==> src/rtl/wl_pkg.sv <==
package wl_pkg;
    typedef enum logic [1:0] {
        OP_NONE  = 2'd0,
        OP_ERASE = 2'd1,
        OP_COPY  = 2'd2,
        OP_PROG  = 2'd3
    } wl_op_e;

    typedef enum logic [2:0] {
        S_IDLE      = 3'd0,
        S_SCAN      = 3'd1,
        S_DECIDE    = 3'd2,
        S_ERASE_OLD = 3'd3,
        S_COPY      = 3'd4,
        S_ERASE_TGT = 3'd5,
        S_PROG      = 3'd6
    } wl_st_e;
endpackage

==> src/rtl/wl_wear_ctr.sv <==
module wl_wear_ctr #(
    parameter int N_PHYS = 10,
    parameter int CNT_W  = 16,
    localparam int PA_W  = $clog2(N_PHYS)
) (
    input  logic             clk,
    input  logic             rst_n,
    input  logic             inc_en,
    input  logic [PA_W-1:0]  inc_idx,
    input  logic [PA_W-1:0]  rd_idx,
    output logic [CNT_W-1:0] rd_cnt
);
    logic [CNT_W-1:0] cnt_q [N_PHYS];
    logic [CNT_W-1:0] cnt_d [N_PHYS];

    always_comb begin
        cnt_d = cnt_q;
        if (inc_en && cnt_q[inc_idx] != {CNT_W{1'b1}})
            cnt_d[inc_idx] = cnt_q[inc_idx] + 1'b1;
    end

    always_ff @(posedge clk) begin
        if (!rst_n) begin
            for (int i = 0; i < N_PHYS; i++) cnt_q[i] <= '0;
        end else begin
            cnt_q <= cnt_d;
        end
    end

    assign rd_cnt = cnt_q[rd_idx];

    for (genvar g = 0; g < N_PHYS; g++) begin : g_chk

        cnt_no_wrap_chk: assert property (@(posedge clk) disable iff (!rst_n)
            cnt_q[g] >= $past(cnt_q[g]));
    end
endmodule

==> src/rtl/wl_min_scan.sv <==
module wl_min_scan #(
    parameter int N_PHYS = 10,
    parameter int CNT_W  = 16,
    localparam int PA_W  = $clog2(N_PHYS)
) (
    input  logic             clk,
    input  logic             rst_n,
    input  logic             start,
    input  logic [PA_W-1:0]  excl,
    output logic [PA_W-1:0]  rd_idx,
    input  logic [CNT_W-1:0] rd_cnt,
    output logic             done,
    output logic [PA_W-1:0]  best
);
    localparam logic [PA_W-1:0] LAST = PA_W'(N_PHYS - 1);

    typedef struct packed {
        logic             busy;
        logic [PA_W-1:0]  idx;
        logic             have;
        logic [PA_W-1:0]  best;
        logic [CNT_W-1:0] bcnt;
        logic             done;
    } scan_s;

    scan_s scan_d, scan_q;

    always_comb begin
        scan_d      = scan_q;
        scan_d.done = 1'b0;
        if (start) begin
            scan_d.busy = 1'b1;
            scan_d.idx  = '0;
            scan_d.have = 1'b0;
        end else if (scan_q.busy) begin
            if (scan_q.idx != excl && (!scan_q.have || rd_cnt < scan_q.bcnt)) begin
                scan_d.have = 1'b1;
                scan_d.best = scan_q.idx;
                scan_d.bcnt = rd_cnt;
            end
            if (scan_q.idx == LAST) begin
                scan_d.busy = 1'b0;
                scan_d.done = 1'b1;
            end else begin
                scan_d.idx = scan_q.idx + 1'b1;
            end
        end
    end

    always_ff @(posedge clk) begin
        if (!rst_n) scan_q <= '0;
        else        scan_q <= scan_d;
    end

    assign rd_idx = scan_q.idx;
    assign done   = scan_q.done;
    assign best   = scan_q.best;


    best_not_current_chk: assert property (@(posedge clk) disable iff (!rst_n)
        done |-> (best != excl) && scan_q.have);

    scan_in_range_chk: assert property (@(posedge clk) disable iff (!rst_n)
        scan_q.busy |-> scan_q.idx <= LAST);
endmodule

==> src/rtl/wl_map.sv <==
module wl_map #(
    parameter int N_LOG  = 8,
    parameter int N_PHYS = 10,
    localparam int LA_W  = $clog2(N_LOG),
    localparam int PA_W  = $clog2(N_PHYS)
) (
    input  logic            clk,
    input  logic            rst_n,
    input  logic            set_en,
    input  logic [LA_W-1:0] set_lba,
    input  logic [PA_W-1:0] set_pba,
    input  logic            clr_en,
    input  logic [PA_W-1:0] clr_pba,
    input  logic [LA_W-1:0] rd_lba,
    output logic [PA_W-1:0] rd_pba,
    input  logic [LA_W-1:0] wr_lba,
    output logic [PA_W-1:0] wr_pba,
    input  logic [PA_W-1:0] q_pba,
    output logic            q_valid,
    output logic [LA_W-1:0] q_owner
);
    logic [PA_W-1:0] fwd_q   [N_LOG];
    logic [PA_W-1:0] fwd_d   [N_LOG];
    logic [LA_W-1:0] owner_q [N_PHYS];
    logic [LA_W-1:0] owner_d [N_PHYS];
    logic [N_PHYS-1:0] valid_q, valid_d;

    always_comb begin
        fwd_d   = fwd_q;
        owner_d = owner_q;
        valid_d = valid_q;
        if (clr_en) valid_d[clr_pba] = 1'b0;
        if (set_en) begin
            fwd_d[set_lba]   = set_pba;
            owner_d[set_pba] = set_lba;
            valid_d[set_pba] = 1'b1;
        end
    end

    always_ff @(posedge clk) begin
        if (!rst_n) begin
            for (int i = 0; i < N_LOG; i++) fwd_q[i] <= PA_W'(i);
            for (int i = 0; i < N_PHYS; i++) begin
                owner_q[i] <= (i < N_LOG) ? LA_W'(i) : '0;
                valid_q[i] <= (i < N_LOG);
            end
        end else begin
            fwd_q   <= fwd_d;
            owner_q <= owner_d;
            valid_q <= valid_d;
        end
    end

    assign rd_pba  = fwd_q[rd_lba];
    assign wr_pba  = fwd_q[wr_lba];
    assign q_valid = valid_q[q_pba];
    assign q_owner = owner_q[q_pba];

    for (genvar g = 0; g < N_PHYS; g++) begin : g_chk

        owner_maps_back_chk: assert property (@(posedge clk) disable iff (!rst_n)
            valid_q[g] |-> fwd_q[owner_q[g]] == PA_W'(g));
    end
endmodule

==> src/rtl/wl_remap_top.sv <==
module wl_remap_top #(
    parameter int N_LOG  = 8,
    parameter int N_PHYS = 10,
    parameter int CNT_W  = 16,
    localparam int LA_W  = $clog2(N_LOG),
    localparam int PA_W  = $clog2(N_PHYS)
) (
    input  logic            clk,
    input  logic            rst_n,
    input  logic            wr_valid,
    output logic            wr_ready,
    input  logic [LA_W-1:0] wr_lba,
    input  logic            rd_valid,
    input  logic [LA_W-1:0] rd_lba,
    output logic            rd_resp_valid,
    output logic [PA_W-1:0] rd_pba,
    output logic            cmd_valid,
    input  logic            cmd_ready,
    output logic [1:0]      cmd_op,
    output logic [PA_W-1:0] cmd_src,
    output logic [PA_W-1:0] cmd_dst
);
    import wl_pkg::*;

    typedef struct packed {
        wl_st_e          st;
        logic [LA_W-1:0] lba;
        logic [PA_W-1:0] old;
        logic [PA_W-1:0] tgt;
        logic [LA_W-1:0] victim;
        logic            reloc;
        logic            rd_vld;
        logic [PA_W-1:0] rd_pba;
    } ctl_s;

    ctl_s ctl_d, ctl_q;

    logic            scan_start, scan_done;
    logic [PA_W-1:0] scan_best, scan_idx;
    logic [CNT_W-1:0] scan_cnt;
    logic            inc_en;
    logic [PA_W-1:0] inc_idx;
    logic            set_en, clr_en;
    logic [LA_W-1:0] set_lba;
    logic [PA_W-1:0] set_pba, clr_pba;
    logic [PA_W-1:0] map_rd_pba, map_wr_pba;
    logic            tgt_valid;
    logic [LA_W-1:0] tgt_owner;
    wl_op_e          op;

    wl_wear_ctr #(.N_PHYS(N_PHYS), .CNT_W(CNT_W)) ctr_i (
        .clk(clk), .rst_n(rst_n), .inc_en(inc_en), .inc_idx(inc_idx),
        .rd_idx(scan_idx), .rd_cnt(scan_cnt));

    wl_min_scan #(.N_PHYS(N_PHYS), .CNT_W(CNT_W)) scan_i (
        .clk(clk), .rst_n(rst_n), .start(scan_start), .excl(ctl_q.old),
        .rd_idx(scan_idx), .rd_cnt(scan_cnt), .done(scan_done), .best(scan_best));

    wl_map #(.N_LOG(N_LOG), .N_PHYS(N_PHYS)) map_i (
        .clk(clk), .rst_n(rst_n), .set_en(set_en), .set_lba(set_lba),
        .set_pba(set_pba), .clr_en(clr_en), .clr_pba(clr_pba),
        .rd_lba(rd_lba), .rd_pba(map_rd_pba), .wr_lba(wr_lba),
        .wr_pba(map_wr_pba), .q_pba(ctl_q.tgt), .q_valid(tgt_valid),
        .q_owner(tgt_owner));

    always_comb begin
        ctl_d      = ctl_q;
        scan_start = 1'b0;
        inc_en     = 1'b0;
        inc_idx    = '0;
        set_en     = 1'b0;
        set_lba    = '0;
        set_pba    = '0;
        clr_en     = 1'b0;
        clr_pba    = '0;
        cmd_valid  = 1'b0;
        op         = OP_NONE;
        cmd_src    = '0;
        cmd_dst    = '0;

        ctl_d.rd_vld = rd_valid;
        if (rd_valid) ctl_d.rd_pba = map_rd_pba;

        case (ctl_q.st)
            S_IDLE: begin
                if (wr_valid) begin
                    ctl_d.lba  = wr_lba;
                    ctl_d.old  = map_wr_pba;
                    scan_start = 1'b1;
                    ctl_d.st   = S_SCAN;
                end
            end
            S_SCAN: begin
                if (scan_done) begin
                    ctl_d.tgt = scan_best;
                    ctl_d.st  = S_DECIDE;
                end
            end
            S_DECIDE: begin
                ctl_d.reloc = tgt_valid;
                if (tgt_valid) begin
                    ctl_d.victim = tgt_owner;
                    ctl_d.st     = S_ERASE_OLD;
                end else begin
                    ctl_d.st = S_ERASE_TGT;
                end
            end
            S_ERASE_OLD: begin
                cmd_valid = 1'b1;
                op        = OP_ERASE;
                cmd_dst   = ctl_q.old;
                if (cmd_ready) begin
                    inc_en   = 1'b1;
                    inc_idx  = ctl_q.old;
                    ctl_d.st = S_COPY;
                end
            end
            S_COPY: begin
                cmd_valid = 1'b1;
                op        = OP_COPY;
                cmd_src   = ctl_q.tgt;
                cmd_dst   = ctl_q.old;
                if (cmd_ready) begin
                    set_en   = 1'b1;
                    set_lba  = ctl_q.victim;
                    set_pba  = ctl_q.old;
                    clr_en   = 1'b1;
                    clr_pba  = ctl_q.tgt;
                    ctl_d.st = S_ERASE_TGT;
                end
            end
            S_ERASE_TGT: begin
                cmd_valid = 1'b1;
                op        = OP_ERASE;
                cmd_dst   = ctl_q.tgt;
                if (cmd_ready) begin
                    inc_en   = 1'b1;
                    inc_idx  = ctl_q.tgt;
                    ctl_d.st = S_PROG;
                end
            end
            S_PROG: begin
                cmd_valid = 1'b1;
                op        = OP_PROG;
                cmd_dst   = ctl_q.tgt;
                if (cmd_ready) begin
                    set_en   = 1'b1;
                    set_lba  = ctl_q.lba;
                    set_pba  = ctl_q.tgt;
                    clr_en   = !ctl_q.reloc;
                    clr_pba  = ctl_q.old;
                    ctl_d.st = S_IDLE;
                end
            end
            default: ctl_d.st = S_IDLE;
        endcase
    end

    always_ff @(posedge clk) begin
        if (!rst_n) ctl_q <= '0;
        else        ctl_q <= ctl_d;
    end

    assign cmd_op        = op;
    assign wr_ready      = (ctl_q.st == S_IDLE);
    assign rd_resp_valid = ctl_q.rd_vld;
    assign rd_pba        = ctl_q.rd_pba;


    cmd_hold_chk: assert property (@(posedge clk) disable iff (!rst_n)
        cmd_valid && !cmd_ready |=> cmd_valid && $stable(cmd_op)
                                    && $stable(cmd_src) && $stable(cmd_dst));

    busy_no_accept_chk: assert property (@(posedge clk) disable iff (!rst_n)
        cmd_valid |-> !wr_ready);

    rd_resp_chk: assert property (@(posedge clk) disable iff (!rst_n)
        rd_valid |=> rd_resp_valid);

    tgt_differs_chk: assert property (@(posedge clk) disable iff (!rst_n)
        (ctl_q.st == S_ERASE_TGT) |-> ctl_q.tgt != ctl_q.old);

    copy_src_dst_chk: assert property (@(posedge clk) disable iff (!rst_n)
        (cmd_valid && cmd_op == 2'd2) |-> cmd_src != cmd_dst);

    ready_back_chk: assert property (@(posedge clk) disable iff (!rst_n)
        (cmd_valid && cmd_ready && cmd_op == 2'd3) |=> wr_ready);
endmodule

==> config.mk <==
export PLATFORM = sky130hd
export DESIGN_NAME = wl_remap_top
export DESIGN_NICKNAME = d
export VERILOG_FILES = /design/src/rtl/wl_pkg.sv /design/src/rtl/wl_wear_ctr.sv /design/src/rtl/wl_min_scan.sv /design/src/rtl/wl_map.sv /design/src/rtl/wl_remap_top.sv
export SDC_FILE = /design/constraint.sdc
export NUM_CORES = 1
export LEC_CHECK = 0
export BUFFER_PORTS_ARGS = -buffer_cell sky130_fd_sc_hd__buf_4
export CAP_MARGIN = 20
export CELL_PAD_IN_SITES_DETAIL_PLACEMENT = 1
export CELL_PAD_IN_SITES_GLOBAL_PLACEMENT = 1
export CORE_ASPECT_RATIO = 0.6
export CORE_MARGIN = 4
export CORE_UTILIZATION = 50
export CTS_CLUSTER_DIAMETER = 40
export DETAILED_ROUTE_END_ITERATION = 12
export PLACE_DENSITY = 0.87
export SETUP_SLACK_MARGIN = 0.02
export SKIP_CTS_REPAIR_TIMING = 1
export SLEW_MARGIN = 20
export SYNTH_ARGS = -nofsm -noshare
export SYNTH_HDL_FRONTEND = slang
export SYNTH_SLANG_ARGS = --single-unit
==> constraint.sdc <==
create_clock -name clk -period 5.3 [get_ports clk]
set_input_delay 0.53 -clock clk [delete_from_list [all_inputs] [get_ports clk]]
set_output_delay 0.53 -clock clk [all_outputs]
set_load 0.01 [all_outputs]
# After elaboration in Yosys (flattened, before gate mapping)
# Index checks and enable logic that the tools add are counted.
# totals
regBits	282
output_inout_bits	17
# op_classes
add_sub_neg	2
n_lt_le_gt_ge	16
n_eq_ne	15
muxes	65
bitwise	14
n_reduce_logical	25
# ops
op	count
$bwmux W160	1
$bmux W16 S4	2
$mux W16	5
$demux W16 S4	1
$mux W4	9
$mux W3	11
$bwmux W32	1
$pmux W4 S2	4
$bwmux W30	1
$mux W10	3
$mux W27	1
$bmux W4 S3	2
$mux W21	1
$pmux W3 S7	1
$ge A5 B5 Y1 const B	4
$not A4 Y5	4
$add A16 B1 Y16 const B	1
$lt A16 B16 Y1	1
$ne A16 B16 Y1 const B	1
$lt A4 B5 Y1 const B	3
$bmux W3 S4	1
$demux W3 S4	1
$demux W4 S3	1
$ge A4 B4 Y1 const B	3
other kinds (33)	74

# Longest topological paths before layout
# Gate-level depths: netlist (run 1).
# depth
ltp_word	11
depth_mapped	19
mapped_depth_nobuf	13

# Cells and area by module
# From an unflattened synthesis (run 1), not the netlist that was laid out.
# unflattened
hier_cells	1611
area_unflattened_um2	15707.6
# by_module_without_submodules
mod	instances	cells_per_inst	area_per_inst_um2	seq_area_each_um2
wl_wear_ctr	1	849	8543.2	3203.1
wl_map	1	373	3729.8	1441.4
wl_min_scan	1	215	1906.8	540.5
wl_remap_top	1	174	1527.7	460.4

# Least setup slack after synthesis (run 1)
# OpenSTA, ideal clock, no wires.
# synth_timing
kind	register -> register
start	register scan_i.scan_q (netlist bit scan_i.rd_idx[0])
end	register scan_i.scan_q (netlist bit scan_i.best[0])
setup_ns	0.074
arrival_time_ns	4.273
path_slack_ns	0.952
path_stages_with_launch	18
path_buffers	4
period_less_slack_ns	4.348
cell_sequence	dfxtp_1 -> clkbuf_1 -> buf_1 -> buf_1 -> mux4_2 -> mux2i_1 -> o22ai_1 -> ha_1 -> a21o_1 -> a21o_1 -> a21oi_1 -> nor2b_1 -> o21ai_0 -> a21oi_1 -> a211oi_1 -> clkbuf_1 -> nand3_1 -> o21ai_0
# synth_between
elab_chain_cells	8
elab_cells_between_ends	9
# synth_lines
item	line_no	rtl
from (decl)	wl_min_scan.sv:26	scan_s scan_d, scan_q;
from (signal assigned)	wl_min_scan.sv:52	else scan_q <= scan_d;
$not A4 Y5 (not written as such)	wl_wear_ctr.sv:30	assign rd_cnt = cnt_q[rd_idx];
$bmux W16 S4	wl_wear_ctr.sv:30	
$mux W16 (not written as such) (2 in a row)	wl_wear_ctr.sv:30	
via ctr_i.rd_cnt[9]	wl_wear_ctr.sv:11	output logic [CNT_W-1:0] rd_cnt
$lt A16 B16 Y1	wl_min_scan.sv:36	if (scan_q.idx != excl && (!scan_q.have || rd_cnt < scan_q.bcnt)) begin
$logic_or A1 B1 Y1	wl_min_scan.sv:36	
$logic_and A1 B1 Y1	wl_min_scan.sv:36	
$reduce_and A3 Y1 (no line)	--	
# The timed path passes the listed nets, and every way through them passes these cells. The select of a mux whose other input is x is not followed.
# A chain may end at the register's enable or synchronous reset.

# Worst setup path in the final report (run 1)
# layout_timing
start	register ctl_q[20] in the netlist's numbering
end	register ctr_i.cnt_q[57] in the netlist's numbering
# layout_between
elab_chain_cells	8
elab_cells_between_ends	18
# layout_lines
item	line_no	rtl
from (decl)	wl_remap_top.sv:36	ctl_s ctl_d, ctl_q;
from (signal assigned)	wl_remap_top.sv:161	else ctl_q <= ctl_d;
$eq A3 B3 Y1 or $eq A3 B2 Y1 (tied branches)	wl_remap_top.sv:84	case (ctl_q.st)
$pmux W4 S2	wl_remap_top.sv:84	
$not A4 Y5 (not written as such)	wl_wear_ctr.sv:18, wl_wear_ctr.sv:19	
$bmux W16 S4, or another cell as far along	wl_wear_ctr.sv:18, wl_wear_ctr.sv:19	
$mux W16 (not written as such) or $logic_and A1 B1 Y1 (tied branches)	wl_wear_ctr.sv:18, wl_wear_ctr.sv:19	
$mux W16 (on tied branches)	wl_wear_ctr.sv:18, wl_wear_ctr.sv:19	
$add A16 B1 Y16, or another cell as far along	wl_wear_ctr.sv:19	cnt_d[inc_idx] = cnt_q[inc_idx] + 1'b1;
$bwmux W160 or $logic_and A1 B1 Y1 (tied branches)	wl_wear_ctr.sv:19, wl_wear_ctr.sv:18	
to (signal assigned)	wl_wear_ctr.sv:26	cnt_q <= cnt_d;
to (decl)	wl_wear_ctr.sv:13	logic [CNT_W-1:0] cnt_q [N_PHYS];
# Parallel ways exist; a longest one is shown, timed or not. The select of a mux whose other input is x is not followed.

==> results of run 1 <==
[critical path, cell delays in order, from the launching register on]
cell and delay (ps):
dfxtp_1 690, nand2_1 530, a21oi_1 300, buf_4 250
nand2b_1 280, o21ai_1 130, o22ai_1 390, inv_2 220
ha_1 290, o211ai_1 160, nor2_1 110, and4_2 370
nor2_1 880, a211oi_1 200
[layer usage]
metal,up-vias,track usage [%],wire [um]
li1,6191,-,-
met2,924,50.31,24460
met5,-,0,97
met4,2,9.749,1784
met1,7256,49.30,24630
met3,190,13.49,8531
[flip-flops by register name, indices dropped and copies added, names as in the netlist]
signal	flops
scan_i.best	4
map_i.owner_q	30
ctr_i.cnt_q	160
ctl_q	18
scan_i.scan_q	18
map_i.valid_q	10
map_i.fwd_q	32
scan_i.rd_idx	4
rd_pba	4
scan_i.done	1
rd_resp_valid	1
[cell usage in the layout (no fill, tap or decap), types with 8 or more instances in the layout]
| cell | n |
|---|---|
| a211oi_1 | 111 |
| a21oi_1 | 173 |
| a31oi_1 | 20 |
| and3_1 | 11 |
| buf_4 | 93 |
| clkbuf_16 | 37 |
| dfxtp_1 | 279 |
| ha_1 | 18 |
| inv_1 | 28 |
| mux2i_1 | 164 |
| mux4_2 | 56 |
| nand2_1 | 92 |
| nand2b_1 | 12 |
| nand3_1 | 53 |
| nand3b_1 | 12 |
| nand4_1 | 8 |
| nor2_1 | 116 |
| nor3_1 | 64 |
| nor3_2 | 25 |
| o21ai_0 | 59 |
| o221ai_1 | 14 |
| o22ai_1 | 37 |
| o311ai_0 | 11 |
| o31ai_1 | 18 |
| xnor2_1 | 12 |
[metrics by stage]
step	cells	setup WS, ps	hold WS [ps]	area (um^2)
floorplan	1678	952.5	435.6	15370
global placement	2003	718.6	448.4	15810
detailed placement	2003	412.6	470.9	15810
CTS	2065	330.3	230.6	16980
global route	2070	22.85	253.0	17050
finish	2071	297.7	242.8	17060
[path summary, 6_finish.rpt]
kind                     from          endpoint
max                 ctl_q[20]   ctr_i.cnt_q[57]
min                  rd_valid         rd_pba[3]
max reg2reg         ctl_q[20]   ctr_i.cnt_q[57]
min reg2reg  scan_i.scan_q[9]  scan_i.scan_q[9]
[final cells by class]
class / count / area [um^2]
tap: 408 / 510.5
clock buffer: 42 / 964.7
timing repair buffer: 95 / 729.5
inverter: 30 / 117.6
multi-input combinational: 1193 / 8876
sequential: 282 / 5652
clock inverter: 20 / 203.9
antenna: 1 / 2.502
fill: 3389 / 13050
[logic make-up (layout without fill, tap and decap cells)]
group | Yosys count | in the layout
compound gates | 488 | 488
simple gates | 446 | 446
flops | 282 | 282
mux | 222 | 222
buf+inv | 203 | 187
xor+xnor | 19 | 19
fa+ha+maj | 18 | 18
other cells | 0 | 1
[power groups by stage]
stage	Clock, uW	Combinational, uW	Sequential, uW
2_1_floorplan	0	388	2210
3_3_place_gp	0	480	2260
3_5_place_dp	0	496	2270
4_1_cts	2480	508	2220
5_1_grt	2580	552	2230
6_report	2470	526	2220
==> impl_metrics.py, run 1 <==
metrics = {
    "placement": {
        "place_congestion": 1.004,
        "dp_hpwl_um": 39660,
        "numPortBuffers": 27,
    },
    "critical_path": {
        "r2r_slack_ps": 300,
        "r2r_cells": 13,
        "cp-start-kind": "register",
        "crit_fanout": 19,
        "worstPathArrival_ps": 5360,
        "end_kind": "register",
        "critical_path_class": "reg -> reg",
        "required_ps": 5660,
    },
    "layout": {
        "final_layout_size_suffix_gt1_share_pct": 16.37,
        "nets": 1667,
        "area_growth_pct": 10.96,
        "utilization_pct": 56.66,
    },
    "power": {
        "p_seq_share_pct": 42.6,
        "powerDensity_nw_per_um2": 306.3,
        "p_int_uw": 3759,
        "total_leakage_power_uw": 0.005743,
        "p_sw_share_pct": 28.05,
        "total_power_uw": 5224,
        "clkPwrFrac_pct": 47.3,
        "power_switching_uw": 1465,
        "combPwrFrac_pct": 10.1,
        "ir_drop_mv": 0.2349,
    },
    "logic_synthesis": {
        "avgSynthCellArea_um2": 9.160,
        "synth_compound_area_share_pct": 20.21,
        "netlist_top_cells_count": "282 x dfxtp_1, 173 x a21oi_1, 164 x mux2i_1",
        "synth_xor_area_share_pct": 1.327,
        "synth_edf_count": 0,
        "synth_ff_type": "dfxtp_1",
        "syn_nets": 1707,
        "synth_area_leaders": "dfxtp_1 37%, mux2i_1 11%, mux4_2 8.2%",
        "postSynth.asyncResetShare_pct": 0,
        "ys_seq_area_share_pct": 36.73,
        "synthMostInstantiatedCell": "dfxtp_1",
        "ys_types": 68,
        "synth_top_cell_by_area": "dfxtp_1",
        "ys.warnings.count": 0,
        "yosys.area_share.simple_pct": 15.15,
        "ys_ff_latch": 282,
        "synth_top_family_by_area": "compound AO/OA/AOI/OAI gates",
        "synth_top_area_share_pct": 36.73,
        "synthCells": 1678,
        "synthMuxAreaShare_pct": 19.05,
        "synthAdderAreaFrac_pct": 1.465,
        "netlist_area_um2": 15370,
    },
    "grt": {
        "grt_pass1_vias": 14656,
        "grt_overflow": 0,
        "grt_pass1_wl_um": 90870,
        "grtUsageTotal_pct": 35.05,
        "grt_max_degree": 111,
        "antenna_found_initial": 1,
    },
    "timing": {
        "setup_tns_ps": 0,
        "rsz0062_at_grt": "no",
        "slew_violations": 0,
        "fmax_mhz": 199.9,
        "finClkSkew_ps": 17.06,
        "finalCriticalPeriod_ps": 5002,
        "max_slew.worst_pin.slew_ps": 1107,
        "fin_crit_sh_pct": 94.38,
        "relSlewSlack_pct": 25.95,
        "setup_viol": 0,
        "hold_viol": 0,
    },
    "route": {
        "ant_nets": 0,
        "vias": 14563,
        "dr.pass1.iters": 9,
        "drt_drc_violations_left": 0,
        "drt-wirelength-per-cell_um": 28.73,
        "vias_per_cell": 7.032,
        "wl_um": 59500,
        "drt_iter0_drc": 1843,
    },
    "floorplan": {
        "die-area_um2": 33700,
        "start_util_pct": 51.06,
        "die_w_um": 234.4,
        "core_area_um2": 30100,
        "pin_count": 28,
        "rows": 49,
        "die_h_um": 143.8,
    },
    "hold_path": {
        "hold_class": "in -> reg",
        "min_path_cells": 2,
    },
    "status": {
        "outcome": "finished, final reports clean",
    },
    "clock_network": {
        "cts_buffers": 36,
        "cts_sinks": 282,
        "cts_root_buf": "clkbuf_16",
        "clkTransAtPathRegs_ps": 60,
        "clock_path_buffers": 3,
        "cts_tree": "done",
        "clk_latency_ps": 550,
        "htree_levels": 2,
    },
    "job": {
        "cap_violations": 0,
    },
}
Power figures use the tool's default switching activity.
==> run 2, diff against run 1 <==
--- a/config.mk
+++ b/config.mk
@@ -14,6 +14,7 @@
 export CORE_UTILIZATION = 50
 export CTS_CLUSTER_DIAMETER = 40
 export DETAILED_ROUTE_END_ITERATION = 12
+export MAX_ROUTING_LAYER = met4
 export PLACE_DENSITY = 0.87
 export SETUP_SLACK_MARGIN = 0.02
 export SKIP_CTS_REPAIR_TIMING = 1
==> run 2 against run 1 <==
Compared with the run above: final area up 0.25%; clock-buffer cell count fell by 2; die area stayed put; clock skew rose by 1.7 ps; critical path depth fell by 2; via count is 0.53% higher; global-route usage increased by 1.6 points; flip-flop and latch count unchanged; largest power group unchanged; non-clock buffer count is 3 lower; combinational power up 3%; cell count hardly changed; setup slack lost 96 ps.
==> impl_metrics.py, run 2 (same netlist as run 1, synthesis figures left out) <==
metrics = {
    "timing": {
        "fin_crit_sh_pct": 96.20,
        "relSlewSlack_pct": 26.83,
        "finalCriticalPeriod_ps": 5099,
        "setup_viol": 0,
        "setup_tns_ps": 0,
        "slew_violations": 0,
        "max_slew.worst_pin.slew_ps": 1094,
        "hold_viol": 0,
        "finClkSkew_ps": 18.73,
        "fmax_mhz": 196.1,
        "rsz0062_at_grt": "no",
    },
    "route": {
        "vias_per_cell": 7.072,
        "drt-wirelength-per-cell_um": 28.98,
        "ant_nets": 0,
        "dr.pass1.iters": 5,
        "vias": 14640,
        "drt_iter0_drc": 2242,
        "wl_um": 59990,
        "drt_drc_violations_left": 0,
    },
    "power": {
        "powerDensity_nw_per_um2": 311.7,
        "total_leakage_power_uw": 0.005777,
        "ir_drop_mv": 0.2145,
    },
    "layout": {
        "top_register": "ctr_i.cnt_q",
        "nFillCells": 3362,
        "fin_area_um2": 17100,
        "area_growth_pct": 11.24,
        "reg_top3": "ctr_i.cnt_q x160, map_i.fwd_q x32, map_i.owner_q x30",
        "final_layout_size_suffix_gt1_share_pct": 16.27,
        "largest_reg_flops": 160,
        "final_common_cell": "dfxtp_1",
        "layout_common_cells": "279 x dfxtp_1, 173 x a21oi_1, 164 x mux2i_1, 119 x nor2_1, 111 x a211oi_1",
        "nets": 1664,
    },
    "grt": {
        "grt_pass1_wl_um": 92620,
        "grt_overflow": 0,
        "grt_max_degree": 123,
        "grt_pass1_vias": 14945,
        "antenna_found_initial": 2,
        "grtUsageTotal_pct": 36.69,
    },
    "clock_network": {
        "clk_latency_ps": 550,
        "cts_sinks": 282,
        "clkTransAtPathRegs_ps": 60,
        "htree_levels": 2,
        "cts_buffers": 36,
        "cts_root_buf": "clkbuf_16",
        "cts_tree": "done",
        "clock_path_buffers": 3,
    },
    "critical_path": {
        "worstPathArrival_ps": 5460,
        "slowest_stage": "nor2_1",
        "max_stage_delay_ps": 810,
        "r2r_slack_ps": 200,
        "critical_path_class": "reg -> reg",
        "required_ps": 5660,
        "crit_family": "simple AND/OR/NAND/NOR gates",
        "r2r_start": "ctl_q[20]",
        "crit_fanout": 19,
        "end_kind": "register",
        "startpoint": "ctl_q[20]",
        "crit_buf_inv": 2,
        "cp-start-kind": "register",
        "path_cells": "nand2_1 > buf_4 > a21oi_4 > buf_4 > mux2i_1 > o22ai_1 > a21oi_1 > nor2_1 > and4_2 > nor2_1 > a211oi_1",
    },
    "placement": {
        "place_congestion": 1.014,
        "dpl_cell_area_um2": 15850,
        "dp_hpwl_um": 39700,
        "numPortBuffers": 27,
    },
    "floorplan": {
        "die_w_um": 234.4,
        "die_h_um": 143.8,
        "rows": 49,
        "core_area_um2": 30100,
        "start_util_pct": 51.06,
        "die-area_um2": 33700,
        "pin_count": 28,
    },
    "hold_path": {
        "hp-start": "rd_valid",
        "hold_class": "in -> reg",
    },
    "status": {
        "outcome": "finished, final reports clean",
    },
    "job": {
        "cap_violations": 0,
    },
}
run 2: changes by cell type in the layout (fill, tap and decap cells not counted), sizes merged:
cell	before	now
clkinvlp	4	2
clkinv	7	9
diode	1	2
buf	95	92
inv	37	39
clkbuf	42	40
bufinv	2	3
run 2: cell type report:
type                            instances  area, um^2  area share (%)
Clock inverter                         23       252.7           1.478
Sequential cell                       282        5652           33.05
Clock buffer                           40       967.2           5.656
Multi-Input combinational cell       1193        8862           51.83
Timing Repair Buffer                   92       732.0           4.281
Antenna cell                            2       5.005         0.02927
Inverter                               30       117.6          0.6878
Tap cell                              408       510.5           2.986
run 2: worst register-to-register path: cells and delay by family (launching register included):
| kind | cells | cell delay (ps) |
|---|---|---|
| compound gates | 4 | 1150 |
| buf+inv | 2 | 710 |
| simple gates | 4 | 1650 |
| flops | 1 | 730 |
| mux | 1 | 670 |
run 2: path summary, 6_finish.rpt:
kind | to | cells after the start
worst max-delay path | ctr_i.cnt_q[24] | 11
worst min-delay path | rd_pba[2] | 2
worst min register to register | map_i.owner_q[18] | 2
worst max register to register | ctr_i.cnt_q[24] | 11
run 2: report_power, final:
| part | total, uW | switching (uW) | internal (uW) |
|---|---|---|---|
| clock | 2570 | 1080 | 1490 |
| combinational | 542 | 354 | 188 |
| sequential | 2220 | 69.4 | 2150 |
run 2: per-stage QoR:
stage                     util [%]  power [uW]  hold WS, ps  cells  setup WS (ps)
after detailed placement     52.65        2774        464.6   2004          448.2
final                        56.80        5329        243.3   2070          201.2
after CTS                    56.70        5316        233.2   2067          355.6
after global routing         56.80        5470        249.3   2070          36.96
after floorplan                  -        2596        435.6   1678          952.5
after global placement       52.60        2748        449.1   2003          654.3
run 2: metal layers:
layer | share of wire (%) | vias to the layer above | routed length (um) | GRT usage, %
met2 | 41 | 983 | 24800 | 51.24
met5 | 0 | - | 0 | -
li1 | - | 6187 | - | -
met1 | 42 | 7297 | 25200 | 50.66
met3 | 14 | 173 | 8318 | 12.32
met4 | 2.8 | 0 | 1674 | 10.28
==> run 3, diff against run 2 <==
--- a/config.mk
+++ b/config.mk
@@ -15,7 +15,7 @@
 export CTS_CLUSTER_DIAMETER = 40
 export DETAILED_ROUTE_END_ITERATION = 12
 export MAX_ROUTING_LAYER = met4
-export PLACE_DENSITY = 0.87
+export PLACE_DENSITY = 0.93
 export SETUP_SLACK_MARGIN = 0.02
 export SKIP_CTS_REPAIR_TIMING = 1
 export SLEW_MARGIN = 20
==> run 3 against run 2 <==
Compared with the run above: via count is 3.4% higher; critical path depth is 1 higher; combinational power is 2% higher; sequential power hardly changed; fmax is 2.1% lower; clock skew is 2.6 ps higher; worst hold slack worse by 14 ps; non-clock buffer count is 10 lower; register-to-register slack worse by 110 ps; setup slack worse by 110 ps; die area stayed put; final area is 0.38% lower; critical path type unchanged; highest routed layer unchanged.
==> impl_metrics.py, run 3 (same netlist as run 1, synthesis figures left out) <==
metrics = {
    "status": {
        "outcome": "finished, final reports clean",
    },
    "critical_path": {
        "startpoint": "ctl_q[22]",
        "r2r_end": "ctr_i.cnt_q[120]",
        "required_ps": 5640,
        "r2r_cells": 12,
        "setup.worst_path.end": "ctr_i.cnt_q[120]",
        "critical_path_class": "reg -> reg",
        "max_stage_delay_ps": 810,
        "crit_buf_inv": 1,
        "r2r_start": "ctl_q[22]",
        "cp-start-kind": "register",
        "path_cells": "nand3b_4 > a21oi_4 > mux2i_1 > mux2i_1 > o22ai_1 > inv_2 > ha_1 > o211ai_1 > nor2_1 > and4_2 > nor2_1 > a211oi_1",
        "slowest_stage": "nor2_1",
        "end_kind": "register",
        "crit_fanout": 22,
        "crit_family": "simple AND/OR/NAND/NOR gates",
        "worstPathArrival_ps": 5550,
        "r2r_slack_ps": 90,
        "path_depth": 12,
    },
    "route": {
        "vias_per_cell": 7.337,
        "drt_drc_violations_left": 0,
        "drt_iter0_drc": 2262,
        "wl_um": 61670,
        "vias": 15137,
        "drt-wirelength-per-cell_um": 29.89,
        "ant_nets": 0,
        "dr.pass1.iters": 7,
    },
    "floorplan": {
        "die_h_um": 143.8,
        "pin_count": 28,
        "start_util_pct": 51.06,
        "rows": 49,
        "die-area_um2": 33700,
        "die_w_um": 234.4,
        "core_area_um2": 30100,
    },
    "grt": {
        "grt_pass1_wl_um": 92670,
        "busiest_layer": "met2",
        "grtUsageTotal_pct": 36.75,
        "grt_use_met3_pct": 14.12,
        "grt_max_degree": 160,
        "grt_pass1_vias": 14975,
        "grt_overflow": 0,
        "antenna_found_initial": 2,
        "met1_usage_pct": 48.52,
        "grtUsageMet2_pct": 52.05,
    },
    "layout": {
        "final_layout_size_suffix_gt1_share_pct": 16.09,
        "final_common_cell": "dfxtp_1",
        "largest_reg_flops": 160,
        "reg_top3": "ctr_i.cnt_q x160, map_i.fwd_q x32, map_i.owner_q x30",
        "top_register": "ctr_i.cnt_q",
        "layout_common_cells": "279 x dfxtp_1, 173 x a21oi_1, 164 x mux2i_1, 118 x nor2_1, 111 x a211oi_1",
        "utilization_pct": 56.59,
        "area_growth_pct": 10.82,
        "nFillCells": 3332,
        "nets": 1654,
    },
    "timing": {
        "finClkSkew_ps": 21.36,
        "fmax_mhz": 192.1,
        "fin_crit_sh_pct": 98.24,
        "relSlewSlack_pct": 16.80,
        "setup_tns_ps": 0,
        "finalCriticalPeriod_ps": 5207,
        "max_slew.worst_pin.slew_ps": 1243,
        "rsz0062_at_grt": "no",
        "setup_viol": 0,
        "worst_slack_ps": 93.09,
        "hold_viol": 0,
        "slew_violations": 0,
    },
    "clock_network": {
        "htree_levels": 2,
        "clkTransAtPathRegs_ps": 70,
        "clk_latency_ps": 560,
        "cts_buffers": 36,
        "clock_path_buffers": 3,
        "cts_sinks": 282,
        "cts_root_buf": "clkbuf_16",
        "cts_tree": "done",
    },
    "hold_path": {
        "hold_class": "in -> reg",
    },
    "placement": {
        "numPortBuffers": 27,
        "pre_cts_ws_ps": 347.8,
        "dp_hpwl_um": 40100,
        "place_congestion": 1.035,
    },
    "power": {
        "powerDensity_nw_per_um2": 309.9,
        "total_leakage_power_uw": 0.005753,
        "ir_drop_mv": 0.2320,
    },
    "job": {
        "cap_violations": 0,
    },
}
==> run 3: cell types whose count changed in the layout (fill, tap and decap cells not counted), moves of 2 or more <==
| cell | change |
|---|---|
| bufinv_16 | -2 |
| nor3_4 | +2 |
| clkinv_4 | -3 |
| xnor2_2 | +4 |
| nor3_2 | -2 |
| xnor2_1 | -4 |
| clkbuf_1 | +3 |
| inv_8 | +2 |
| clkinv_2 | +4 |
| buf_4 | -11 |
==> run 3: where the power goes <==
part	internal (uW)	switching, uW
Clock	1400	1110
Sequential	2150	70.2
Combinational	189	364
==> run 3: worst min path at each step <==
stage                                 start                 to  slack (ps)  depth (start not counted)
after global placement    map_i.owner_q[10]  map_i.owner_q[10]         450                          2
after detailed placement   scan_i.scan_q[2]   scan_i.scan_q[2]         460                          2
after global routing               rd_valid          rd_pba[2]         230                          2
after floorplan              scan_i.best[0]     scan_i.best[0]         440                          2
final                              rd_valid          rd_pba[1]         230                          2
after CTS                          rd_valid          rd_pba[1]         220                          2
==> run 3: through the flow <==
step | hold slack [ps] | std cells | area [um^2] | total power, uW
2_1_floorplan | 435.6 | 1678 | 15370 | 2596
3_3_place_gp | 447.0 | 1993 | 15760 | 2741
3_5_place_dp | 462.2 | 1994 | 15790 | 2774
4_1_cts | 222.4 | 2060 | 16980 | 5235
5_1_grt | 232.7 | 2063 | 17030 | 5395
6_report | 228.9 | 2063 | 17030 | 5279
==> run 3: worst register-to-register path: stages, from the launching register on <==
cell and delay, ps:
dfxtp_1 620, nand3b_4 310, a21oi_4 730, mux2i_1 390, mux2i_1 150, o22ai_1 430
inv_2 220, ha_1 320, o211ai_1 180, nor2_1 110, and4_2 450, nor2_1 820
a211oi_1 280
==> run 3: routing by layer <==
layer | wire (um) | up-vias
met1 | 24250 | 7474
met5 | 0 | -
met2 | 25890 | 1239
met4 | 2069 | 0
met3 | 9458 | 248
li1 | - | 6176
==> run 3: cell type report <==
class / count / area, um^2 / area share (%)
Tap cell: 408 / 510.5 / 2.997
Sequential cell: 282 / 5652 / 33.18
Multi-Input combinational cell: 1193 / 8914 / 52.33
Antenna cell: 2 / 5.005 / 0.02938
Inverter: 30 / 117.6 / 0.6905
Clock inverter: 24 / 216.5 / 1.271
Timing Repair Buffer: 82 / 654.4 / 3.842
Clock buffer: 42 / 964.7 / 5.663
